**src/rtl/fbr_pkg.sv**
```systemverilog
package fbr_pkg;
  typedef enum logic {
    RX_SMALL = 1'b0,
    RX_LARGE = 1'b1
  } rx_size_e;

  localparam int TX_CODE_RST = 0;
  localparam int RX_CODE_RST = 8;
endpackage

```
**src/rtl/fbr_cfg_reg.sv**
```systemverilog
module fbr_cfg_reg #(
  parameter int TXC_W = 3,
  parameter int RXC_W = 4
) (
  input  logic             clk,
  input  logic             rst_n,
  input  logic             wr,
  input  logic [TXC_W-1:0] tx_code_in,
  input  logic [RXC_W-1:0] rx_code_in,
  output logic [TXC_W-1:0] tx_code,
  output logic [RXC_W-1:0] rx_code
);
  always_ff @(posedge clk) begin
    if (!rst_n) begin
      tx_code <= TXC_W'(fbr_pkg::TX_CODE_RST);
      rx_code <= RXC_W'(fbr_pkg::RX_CODE_RST);
    end else if (wr) begin
      tx_code <= tx_code_in;
      rx_code <= rx_code_in;
    end
  end

  assert_reset_codes_R1: assert property (@(posedge clk) disable iff (!rst_n)
    $past(!rst_n) |-> (tx_code == TXC_W'(fbr_pkg::TX_CODE_RST)) &&
                      (rx_code == RXC_W'(fbr_pkg::RX_CODE_RST)));

  assert_load_R2: assert property (@(posedge clk) disable iff (!rst_n)
    wr |=> (tx_code == $past(tx_code_in)) && (rx_code == $past(rx_code_in)));

  assert_hold_R2: assert property (@(posedge clk) disable iff (!rst_n)
    !wr |=> $stable(tx_code) && $stable(rx_code));
endmodule

```
**src/rtl/fbr_tx_req.sv**
```systemverilog
module fbr_tx_req #(
  parameter int TXC_W    = 3,
  parameter int TX_LVL_W = 5
) (
  input  logic                clk,
  input  logic                rst_n,
  input  logic [TXC_W-1:0]    code,
  input  logic [TX_LVL_W-1:0] level,
  input  logic                eof_fetched,
  output logic                req
);
  localparam int MAX_MARK = (2 ** TXC_W) - 1;

  logic [TX_LVL_W-1:0] mark;

  always_comb begin
    mark = TX_LVL_W'(code);
    req  = (level <= mark) && !eof_fetched;
  end

  assert_eof_blocks_R4: assert property (@(posedge clk) disable iff (!rst_n)
    eof_fetched |-> !req);

  assert_deep_idle_R3: assert property (@(posedge clk) disable iff (!rst_n)
    (int'(level) > MAX_MARK) |-> !req);

  assert_empty_asks_R3: assert property (@(posedge clk) disable iff (!rst_n)
    (level == '0 && !eof_fetched) |-> req);
endmodule

```
**src/rtl/fbr_rx_req.sv**
```systemverilog
module fbr_rx_req #(
  parameter int RXC_W       = 4,
  parameter int RX_SMALL_DW = 16,
  parameter int RX_LVL_W    = 6
) (
  input  logic                clk,
  input  logic                rst_n,
  input  logic [RXC_W-1:0]    code,
  input  fbr_pkg::rx_size_e   size,
  input  logic [RX_LVL_W-1:0] level,
  input  logic                eof_present,
  output logic                req
);
  localparam int NCODES = 2 ** RXC_W;
  localparam int STEP   = RX_SMALL_DW / NCODES;

  logic [RX_LVL_W-1:0] base_mark;
  logic [RX_LVL_W-1:0] mark;
  logic [RX_LVL_W-1:0] cap;

  always_comb begin
    base_mark = RX_LVL_W'(STEP * (NCODES - int'(code)));
    mark      = (size == fbr_pkg::RX_LARGE) ? (base_mark << 1) : base_mark;
    cap       = (size == fbr_pkg::RX_LARGE) ? RX_LVL_W'(2 * RX_SMALL_DW)
                                            : RX_LVL_W'(RX_SMALL_DW);
    req       = (level >= mark) || eof_present;
  end

  assert_eof_forces_R7: assert property (@(posedge clk) disable iff (!rst_n)
    eof_present |-> req);

  assert_empty_idle_R5: assert property (@(posedge clk) disable iff (!rst_n)
    (level == '0 && !eof_present) |-> !req);

  assert_full_drains_R6: assert property (@(posedge clk) disable iff (!rst_n)
    (level >= cap) |-> req);
endmodule

```
**src/rtl/fifo_bus_req.sv**
```systemverilog
module fifo_bus_req #(
  parameter int TXC_W       = 3,
  parameter int RXC_W       = 4,
  parameter int TX_CAP_DW   = 16,
  parameter int RX_SMALL_DW = 16,
  localparam int TX_LVL_W   = $clog2(TX_CAP_DW + 1),
  localparam int RX_LVL_W   = $clog2(2 * RX_SMALL_DW + 1)
) (
  input  logic                clk,
  input  logic                rst_n,
  input  logic                cfg_wr,
  input  logic [TXC_W-1:0]    cfg_tx_code,
  input  logic [RXC_W-1:0]    cfg_rx_code,
  input  logic                rx_large,
  input  logic [TX_LVL_W-1:0] tx_level,
  input  logic                tx_eof_fetched,
  input  logic [RX_LVL_W-1:0] rx_level,
  input  logic                rx_eof_present,
  output logic                tx_req,
  output logic                rx_req
);
  logic [TXC_W-1:0]  tx_code_q;
  logic [RXC_W-1:0]  rx_code_q;
  fbr_pkg::rx_size_e rx_size;

  assign rx_size = fbr_pkg::rx_size_e'(rx_large);

  fbr_cfg_reg #(.TXC_W(TXC_W), .RXC_W(RXC_W)) u_cfg (
    .clk        (clk),
    .rst_n      (rst_n),
    .wr         (cfg_wr),
    .tx_code_in (cfg_tx_code),
    .rx_code_in (cfg_rx_code),
    .tx_code    (tx_code_q),
    .rx_code    (rx_code_q)
  );

  fbr_tx_req #(.TXC_W(TXC_W), .TX_LVL_W(TX_LVL_W)) u_tx (
    .clk         (clk),
    .rst_n       (rst_n),
    .code        (tx_code_q),
    .level       (tx_level),
    .eof_fetched (tx_eof_fetched),
    .req         (tx_req)
  );

  fbr_rx_req #(.RXC_W(RXC_W), .RX_SMALL_DW(RX_SMALL_DW), .RX_LVL_W(RX_LVL_W)) u_rx (
    .clk         (clk),
    .rst_n       (rst_n),
    .code        (rx_code_q),
    .size        (rx_size),
    .level       (rx_level),
    .eof_present (rx_eof_present),
    .req         (rx_req)
  );
endmodule

```
**config.mk**
```make
export PLATFORM = sky130hd
export DESIGN_NAME = fifo_bus_req
export DESIGN_NICKNAME = d
export VERILOG_FILES = /design/src/rtl/fbr_pkg.sv /design/src/rtl/fbr_cfg_reg.sv /design/src/rtl/fbr_tx_req.sv /design/src/rtl/fbr_rx_req.sv /design/src/rtl/fifo_bus_req.sv
export SDC_FILE = /design/constraint.sdc
export NUM_CORES = 1
export LEC_CHECK = 0
export BUFFER_PORTS_ARGS = -buffer_cell sky130_fd_sc_hd__buf_2
export CAP_MARGIN = 10
export CORE_MARGIN = 4
export CORE_UTILIZATION = 45
export CTS_CLUSTER_SIZE = 24
export DETAILED_ROUTE_END_ITERATION = 10
export HOLD_SLACK_MARGIN = 0.1
export PLACE_DENSITY = 0.76
export RECOVER_POWER = 100
export REMOVE_ABC_BUFFERS = 1
export SLEW_MARGIN = 10
export SYNTH_ARGS = -nofsm -noshare
export SYNTH_HDL_FRONTEND = slang
export SYNTH_SLANG_ARGS = --single-unit
```
**constraint.sdc**
```tcl
create_clock -name clk -period 2.65 [get_ports clk]
set_input_delay 0 -clock clk [delete_from_list [all_inputs] [get_ports clk]]
set_output_delay 0 -clock clk [all_outputs]
set_load 0.05 [all_outputs]
```
==> impl_metrics.yaml, run 1 <==
timing:
  fin_crit_sh: 0.9579
  slew_headroom: 0.6035
  finalMaxSlewViolations: 0
  tns_ns: 0
  fmax_ghz: 0.3939
  layout_setup_ws_ns: 0.1116
  worst_pin_slew_ns: 0.5973
  hold_viol: 0
  fin_crit_ns: 2.538
  grt_setup_unrepaired: "no"
  skew_ns: 0
  setup_violations: 0
place:
  place.gp.congestion: 0.7437
  place.port_buffers: 25
  hpwl_mm: 1.087
  dp.cells: 102
  dp_slack_ns: 0.4322
synth:
  yosysSeqAreaShare: 0.2324
  synth.avg_cell_area_um2: 9.278
  syn_inst: 65
  yosysWarningCount: 0
  synthAdderAreaFrac: 0.2075
  ys_seq_elements: 7
  synth_edf_count: 0
  synth_top_family_by_area: "adder cells"
  synth_mux_area_frac: 0.1328
  ys_async_sr_fraction: 0
  synthSimpleGateAreaFrac: 0.1722
  synth-compound-area-share: 0.1494
  syn_area_um2: 603.1
  synth_cell_types: 26
  synth_ff_type: "dfxtp_1"
  synthXorXnorAreaFrac: 0.02905
floorplanning:
  pin_count: 26
  die_width_um: 44.61
  row_count: 12
  dieHeight_um: 44.61
  core_um2: 1186
  start_util: 0.5084
  die_area_um2: 1990
cts:
  cts.path.max_buffers: 2
  root_buffer: "clkbuf_4"
  clk_latency_ns: 0.25
  clkTransAtPathRegs_ns: 0.05
  cts_buffers: 3
  htreeDepth: 1
  cts_tree: "yes"
  clkSinkCount: 7
detailed_routing:
  drt_wl_total_mm: 1.566
  wl_met1_um: 574
  viasPerCell: 5.342
  vias: 641
  wl_met3_um: 104
  wl_per_cell_um: 13.05
  ant_nets: 0
  dr.first_iter.drc_count: 11
  wl_met2_um: 859
  drc: 0
  routed.top_layer: "met4"
  first_pass_iters: 4
power:
  powerDensity_nw_per_um2: 381.9
  vdd_drop_max_uv: 268.9
  power_uw: 341.6
  leakage_uw: 0.0004350
critical_path:
  worst_setup_path_start_kind: "flop"
  end_kind: "output pin"
  critPathRequiredTime_ns: 2.65
  worst_ep_arrival_time_ns: 2.54
  path_class: "reg -> out"
  rrSetupSlack_ns: 1.41
  timing.critical_path.fanout_max: 4
final_layout:
  diodes: 0
  n_fill_cell: 94
  post-route-util: 0.7542
  drive_gt1_frac: 0.2925
  fin_cells: 120
  nNetsFinal: 141
  areaGrowthSynthToFinish_pct: 48.34
global_routing:
  grt_max_degree: 10
  first_global_vias: 561
  grt_pass1_wl_mm: 2.490
  track_usage: 0.1797
  grt.overflow.total: 0
  antenna_found_initial: 0
flow_run:
  timing.max_cap.violations: 0
outcome:
  status: "completed"
hold_path:
  hold_path.class: "in -> out"
==> final timing paths <==
path / startpoint / end / depth (start not counted)
hold / removal: tx_eof_fetched / tx_req / 3
setup / recovery: u_cfg.rx_code[0]$_SDFFE_PN0P_ / rx_req / 9
hold reg to reg: u_cfg.tx_code[0]$_SDFFE_PN0P_ / u_cfg.tx_code[0]$_SDFFE_PN0P_ / 3
setup reg to reg: u_cfg.rx_code[2]$_SDFFE_PN0P_ / u_cfg.rx_code[2]$_SDFFE_PN0P_ / 3
==> kinds of logic after synthesis <==
logic type | Yosys count
simple gates | 17
compound gates | 11
buf+inv | 10
fa+ha+maj | 10
mux | 8
flops | 7
xor+xnor | 2
==> per-stage QoR <==
stage	cell area (um^2)	hold WS, ns
4_1_cts	895.9	0.3155
3_5_place_dp	729.5	0.2258
5_1_grt	894.6	0.4134
2_1_floorplan	586.8	0.06194
3_3_place_gp	729.5	0.2137
6_report	894.6	0.4005
==> Yosys cell counts, drive strengths merged (2+ instances only) <==
cell type / number / area (um^2)
nor3: 2 / 15.01
nand2: 2 / 7.510
ha: 10 / 125.1
a21oi: 2 / 10.01
nor2: 3 / 11.26
mux2i: 8 / 80.08
nor3b: 2 / 15.01
dfxtp: 7 / 140.1
nor2b: 6 / 37.54
o211ai: 2 / 15.01
inv: 8 / 30.03
buf: 2 / 16.26
==> final cells by class <==
type                       count  area [um^2]  share of cell area
clock buffer                   4        26.28             0.02937
tap                           14        17.52             0.01958
multi-input combinational     48        416.7              0.4657
timing repair buffer          39        264.0              0.2951
inverter                       8        30.03             0.03357
sequential                     7        140.1              0.1566
==> metal layers <==
layer  GRT usage  up-vias
met4     0.07229        0
li1            -      318
met2      0.3209       26
met5           0        -
met1      0.1894      293
met3     0.06098        4
==> flip-flops by register name (all words and copies together) (netlist names) <==
register / flops
u_cfg.tx_code: 3
u_cfg.rx_code: 4
==> placed cells by master, fill, tap and decap left out, drive strengths merged, types with 2 or more instances in the layout <==
cell         count
ha              10
dlygate4sd3     14
nand2            2
buf             24
clkbuf           5
o211ai           2
mux2i            8
dfxtp            7
a21oi            2
nor3             2
nor3b            2
nor2b            6
inv              8
nor2             3
==> repair_timing <==
action                                 CTS  global route
buffers inserted                         0             0
setup endpoints to repair                0             0
hold buffers                            14             0
resized for setup                        0             0
endpoints found under the hold margin    7             0
==> power by group <==
group          switching [uW]  total, uW  internal (uW)
Sequential               6.80        119            112
Combinational            59.0        124           64.6
Clock                    41.8       99.4           57.6
Total                     108        342            234
==> critical path, stage by stage, from the launching register on <==
cell and delay (ns):
dfxtp_1 0.39, inv_1 0.10, ha_1 0.24, nor3b_1 0.15, a41oi_1 0.20, o32a_2 0.19, ha_1 0.21, or4_1 0.49
o311a_1 0.11, buf_2 0.21
No activity file was read; power rests on OpenSTA's default activity.
==> inputs of run 2 (changes only) <==
Settings changed: CORE_AREA set to 4 4 41 43, CORE_MARGIN 4 to not set, CORE_UTILIZATION 45 to not set, CTS_BUF_LIST set to sky130_fd_sc_hd__clkbuf_8, DIE_AREA set to 0 0 45 47, PLACE_DENSITY 0.76 to 0.77.
==> run 2 against run 1 <==
  * Combinational power decreased by 9%
  * Routed wire length decreased by 15%
  * Critical path depth unchanged
  * Die area increased by 6.3%
  * Core utilization decreased by 9.8 points
  * Sequential share of layout area increased by 0.76 points
  * Clock skew unchanged
  * Non-clock buffer count decreased by 6
  * Critical endpoint unchanged
==> impl_metrics.yaml, run 2 (same netlist as run 1, synthesis figures left out) <==
cts:
  cts.hold.buffers_added: 8
  post_cts_buffers: 0
  cts.path.max_buffers: 2
  clkSinkCount: 7
  cts_tree: "yes"
  cts_buffers: 3
  htreeDepth: 1
  clkTransAtPathRegs_ns: 0.04
  cts-resized-gates: 0
  root_buffer: "clkbuf_8"
  clk_latency_ns: 0.22
timing:
  finalMaxSlewViolations: 0
  worst_pin_slew_ns: 0.5895
  setup_violations: 0
  skew_ns: 0
  slew_headroom: 0.6087
  fin_crit_ns: 2.456
  tns_ns: 0
  hold_viol: 0
  fmax_ghz: 0.4072
  grt_setup_unrepaired: "no"
  fin_crit_sh: 0.9267
power:
  power_uw: 376.4
  leakage_uw: 0.0004079
  switchingPower_uw: 106.1
  p_int_uw: 270.3
  share_comb_of_total_power: 0.301
  powerDensity_nw_per_um2: 441.1
  power_frac_clock: 0.384
  p_sw_frac: 0.2818
  pwr-share-seq: 0.315
  vdd_drop_max_uv: 332.6
place:
  hpwl_um: 975.9
  dp.cells: 103
  place.port_buffers: 25
  place_area_um2: 730.7
  place.gp.congestion: 0.7221
final_layout:
  regArea_um2: 140.1
  nNetsFinal: 135
  design_area_um2: 853.3
  n_fill_cell: 116
  multi_input_comb_area_um2: 416.7
  top_regs: "u_cfg.rx_code x4, u_cfg.tx_code x3"
  final_cell_mix: "buf_2 (23), ha_1 (10), inv_1 (8), mux2i_1 (8), dlygate4sd3_1 (8)"
  max_flop_register: "u_cfg.rx_code"
  areaGrowthSynthToFinish_pct: 41.49
  fin_cells: 115
  final_common_cell: "buf_2"
  largest_reg_flops: 4
  diodes: 0
  drive_gt1_frac: 0.3000
detailed_routing:
  wl_per_cell_um: 11.57
  drt_wl_total_mm: 1.331
  drc: 0
  ant_nets: 0
  viasPerCell: 5.130
  first_pass_iters: 4
  vias: 590
  dr.first_iter.drc_count: 7
critical_path:
  rrSetupSlack_ns: 1.35
  critPathBufInv: 2
  timing.critical_path.fanout_max: 4
  critPathRequiredTime_ns: 2.65
  path_cells: "inv_1 > ha_1 > nor3b_1 > a41oi_1 > o32a_2 > ha_1 > or4_1 > o311a_1 > buf_2"
  end_kind: "output pin"
  max_stage_delay_ns: 0.49
  crit_family: "simple AND/OR/NAND/NOR gates"
  cpMostUsedCell: "ha_1"
  slowest_stage: "or4_1"
  path_class: "reg -> out"
  worst_ep_arrival_time_ns: 2.46
  worst_setup_path_start_kind: "flop"
global_routing:
  grt_max_degree: 10
  grt_pass1_wl_mm: 2.332
  first_global_vias: 579
  antenna_found_initial: 0
  grt.overflow.total: 0
  track_usage: 0.1521
floorplanning:
  pin_count: 26
  core_um2: 1301
  row_count: 13
  start_util: 0.4635
  die_width_um: 45
  die_area_um2: 2115
  dieHeight_um: 47
hold_path:
  hold_path.class: "in -> reg"
outcome:
  status: "completed"
flow_run:
  timing.max_cap.violations: 0
==> run 2: cell types whose count changed in the layout (fill, tap and decap cells not counted) <==
cell / change
buf_2: -1
inv_1: +1
clkbuf_8: +3
clkbuf_4: -3
dlygate4sd3_1: -6
==> run 2: final cells by class <==
type                       instances  share of cell area
sequential                         7              0.1642
clock buffer                       3             0.04839
timing repair buffer              33              0.2375
tap                               15             0.02199
multi-input combinational         48              0.4883
clock inverter                     1            0.004399
inverter                           8             0.03519
==> run 2: layer usage <==
| metal | vias up | part of all wire | global-route usage |
|---|---|---|---|
| met5 | - | 0 | 0 |
| li1 | 307 | - | - |
| met1 | 264 | 0.43 | 0.1812 |
| met4 | 0 | 0 | 0.05263 |
| met3 | 0 | 0.074 | 0.02299 |
| met2 | 19 | 0.50 | 0.2768 |
==> run 2: worst paths after layout <==
kind,from,to,depth (start not counted)
hold / removal,cfg_wr,u_cfg.tx_code[0]$_SDFFE_PN0P_,3
setup reg to reg,u_cfg.rx_code[3]$_SDFFE_PN1P_,u_cfg.rx_code[3]$_SDFFE_PN1P_,3
setup / recovery,u_cfg.rx_code[0]$_SDFFE_PN0P_,rx_req,9
hold reg to reg,u_cfg.tx_code[0]$_SDFFE_PN0P_,u_cfg.tx_code[0]$_SDFFE_PN0P_,2
==> run 2: per-stage QoR <==
stage | utilization | hold slack [ns] | setup WS [ns]
floorplan | - | 0.06194 | 0.5891
global placement | 0.5615 | 0.2160 | 0.4891
detailed placement | 0.5615 | 0.2208 | 0.4473
CTS | 0.6577 | 0.2035 | 0.1826
global route | 0.6558 | 0.2108 | 0.05397
finish | 0.6558 | 0.2103 | 0.1942
==> run 2: power by group through the flow <==
stage / Clock, uW / Sequential [uW] / Combinational [uW]
2_1_floorplan: 0 / 119 / 69.0
3_3_place_gp: 0 / 120 / 100
3_5_place_dp: 0 / 120 / 104
4_1_cts: 148 / 118 / 113
5_1_grt: 156 / 120 / 129
6_report: 145 / 119 / 113
==> run 2: tightest hold or removal path: stages <==
cell,delay (ns)
buf_2,0.17
mux2i_1,0.16
nor2b_1,0.06
==> inputs of run 3 (changes only) <==
Settings changed: CORE_AREA 4 4 41 43 to not set, CORE_MARGIN set to 4, CORE_UTILIZATION set to 35, DIE_AREA 0 0 45 47 to not set, PLACE_DENSITY 0.77 to not set.
Clock period 2.65 ns to 2.25 ns, I/O delays scaled along.
==> run 3 against run 2 <==
  * Sequential share of layout area is 1.1 points lower
  * Worst setup slack got worse by 0.12 ns
  * Flip-flop and latch count stayed put
  * Critical path type unchanged
  * Critical endpoint unchanged
  * Largest power group unchanged
  * Highest routed layer unchanged
==> impl_metrics.yaml, run 3 (same netlist as run 1, synthesis figures left out) <==
final_layout:
  final_cell_mix: "buf_2 (23), mux2i_1 (8), dlygate4sd3_1 (8)"
  diodes: 0
  final_common_cell: "buf_2"
  top_regs: "u_cfg.rx_code x4, u_cfg.tx_code x3"
  n_fill_cell: 148
  largest_reg_flops: 4
  max_flop_register: "u_cfg.rx_code"
  nNetsFinal: 139
  multi_input_comb_area_um2: 452.9
  regArea_um2: 142.6
  areaGrowthSynthToFinish_pct: 54.36
  design_area_um2: 930.9
  drive_gt1_frac: 0.4231
hold_path:
  hp-start: "cfg_wr"
  min_to: "u_cfg.rx_code[0]$_SDFFE_PN0P_"
  hold_path_depth: 3
  hold_path.class: "in -> reg"
global_routing:
  grt_pass1_wl_mm: 2.380
  grt.overflow.total: 0
  first_global_vias: 600
  track_usage: 0.1218
  grt_max_degree: 10
  antenna_found_initial: 0
outcome:
  status: "completed"
critical_path:
  reg2reg_depth: 3
  r2r_start: "u_cfg.rx_code[3]$_SDFFE_PN1P_"
  critPathRequiredTime_ns: 2.25
  worst_setup_path_start_kind: "flop"
  rrSetupSlack_ns: 0.98
  path_class: "reg -> out"
  worst_ep_arrival_time_ns: 2.18
  r2r-end: "u_cfg.rx_code[3]$_SDFFE_PN1P_"
  timing.critical_path.fanout_max: 3
  end_kind: "output pin"
floorplanning:
  pin_count: 26
  dieHeight_um: 49.51
  row_count: 14
  start_util: 0.3868
  die_width_um: 49.51
  core_um2: 1559
  die_area_um2: 2451
cts:
  clk_latency_ns: 0.22
  htreeDepth: 1
  cts_buffers: 3
  root_buffer: "clkbuf_8"
  cts_tree: "yes"
  clkTransAtPathRegs_ns: 0.04
  cts.path.max_buffers: 2
  clkSinkCount: 7
timing:
  fin_crit_sh: 0.9690
  layout_setup_ws_ns: 0.06981
  hold_viol: 0
  whs_ns: 0.2032
  worst_pin_slew_ns: 0.5925
  setup_violations: 0
  fin_crit_ns: 2.180
  skew_ns: 0
  fmax_ghz: 0.4587
  grt_setup_unrepaired: "yes"
  finalMaxSlewViolations: 0
  slew_headroom: 0.6067
place:
  place.port_buffers: 25
  dp_slack_ns: 0.1144
  place_area_um2: 739.5
  place.gp.congestion: 0.7214
  hpwl_um: 994.3
detailed_routing:
  vias: 599
  first_pass_iters: 4
  wl_per_cell_um: 11.18
  dr.first_iter.drc_count: 9
  drc: 0
  drt_wl_total_mm: 1.342
  viasPerCell: 4.992
  ant_nets: 0
power:
  p_sw_frac: 0.2783
  leakage_uw: 0.0004372
  switchingPower_uw: 128.1
  share_comb_of_total_power: 0.331
  power_frac_clock: 0.366
  vdd_drop_max_uv: 425.5
  pwr-share-seq: 0.303
  p_int_uw: 332.3
  powerDensity_nw_per_um2: 494.7
flow_run:
  timing.max_cap.violations: 0
==> run 3: cell types whose count changed in the layout (fill, tap and decap cells not counted), sizes merged <==
cell and delta:
clkbuf -1, buf +5
==> run 3: critical path, stage by stage, from the launching register on <==
cell and delay (ns):
dfxtp_2 0.31, inv_2 0.08, ha_4 0.14, nor3b_4 0.19
a41oi_2 0.05, o32a_2 0.21, ha_2 0.18, or4_1 0.51
o311a_1 0.13, buf_6 0.16
==> run 3: repair_timing <==
action	4_1_cts	5_1_grt
hold buffers	8	0
setup endpoints to repair	1	1
pin swaps	2	3
hold endpoints to repair	7	0
setup buffers	2	1
resized for setup	7	6
==> run 3: cell type report <==
| cell class | count | share of cell area |
|---|---|---|
| Clock inverter | 1 | 0.004032 |
| Tap cell | 16 | 0.02151 |
| Inverter | 8 | 0.03226 |
| Clock buffer | 3 | 0.04435 |
| Multi-Input combinational cell | 48 | 0.4866 |
| Timing Repair Buffer | 37 | 0.2581 |
| Sequential cell | 7 | 0.1532 |
==> run 3: how the worst max path moves through the flow <==
stage                     cells past startpoint  slack, ns  endpoint                     startpoint
final                                         9       0.07    rx_req  u_cfg.rx_code[0]$_SDFFE_PN0P_
after global routing                          9      -0.03    rx_req  u_cfg.rx_code[0]$_SDFFE_PN0P_
after CTS                                     9      0.001    rx_req  u_cfg.rx_code[1]$_SDFFE_PN0P_
after detailed placement                      9       0.11    rx_req  u_cfg.rx_code[1]$_SDFFE_PN0P_
after global placement                        9       0.15    rx_req  u_cfg.rx_code[1]$_SDFFE_PN0P_
after floorplan                               8       0.19    rx_req  u_cfg.rx_code[0]$_SDFFE_PN0P_
==> run 3: stage by stage <==
step / TNS [ns] / util / std cells / power, uW
3_3_place_gp: 0 / 0.4743 / 105 / 261.9
4_1_cts: 0 / 0.5746 / 119 / 458.0
3_5_place_dp: 0 / 0.4743 / 105 / 265.3
6_report: 0 / 0.5971 / 120 / 460.5
5_1_grt: -0.02574 / 0.5971 / 120 / 497.4
2_1_floorplan: 0 / - / 63 / 220.9
==> run 3: power by group through the flow <==
stage / logic (uW) / registers (uW) / clock network (uW)
5_1_grt: 172 / 141 / 184
4_1_cts: 145 / 139 / 174
2_1_floorplan: 81.3 / 140 / 0
6_report: 152 / 140 / 168
3_5_place_dp: 125 / 141 / 0
3_3_place_gp: 122 / 140 / 0
==> run 3: layer usage <==
layer	up-vias	global-route usage	routed length, um
li1	313	-	-
met1	269	0.1505	584
met2	17	0.2098	677
met3	0	0.01506	80
met4	0	0.05530	0
met5	-	0	0
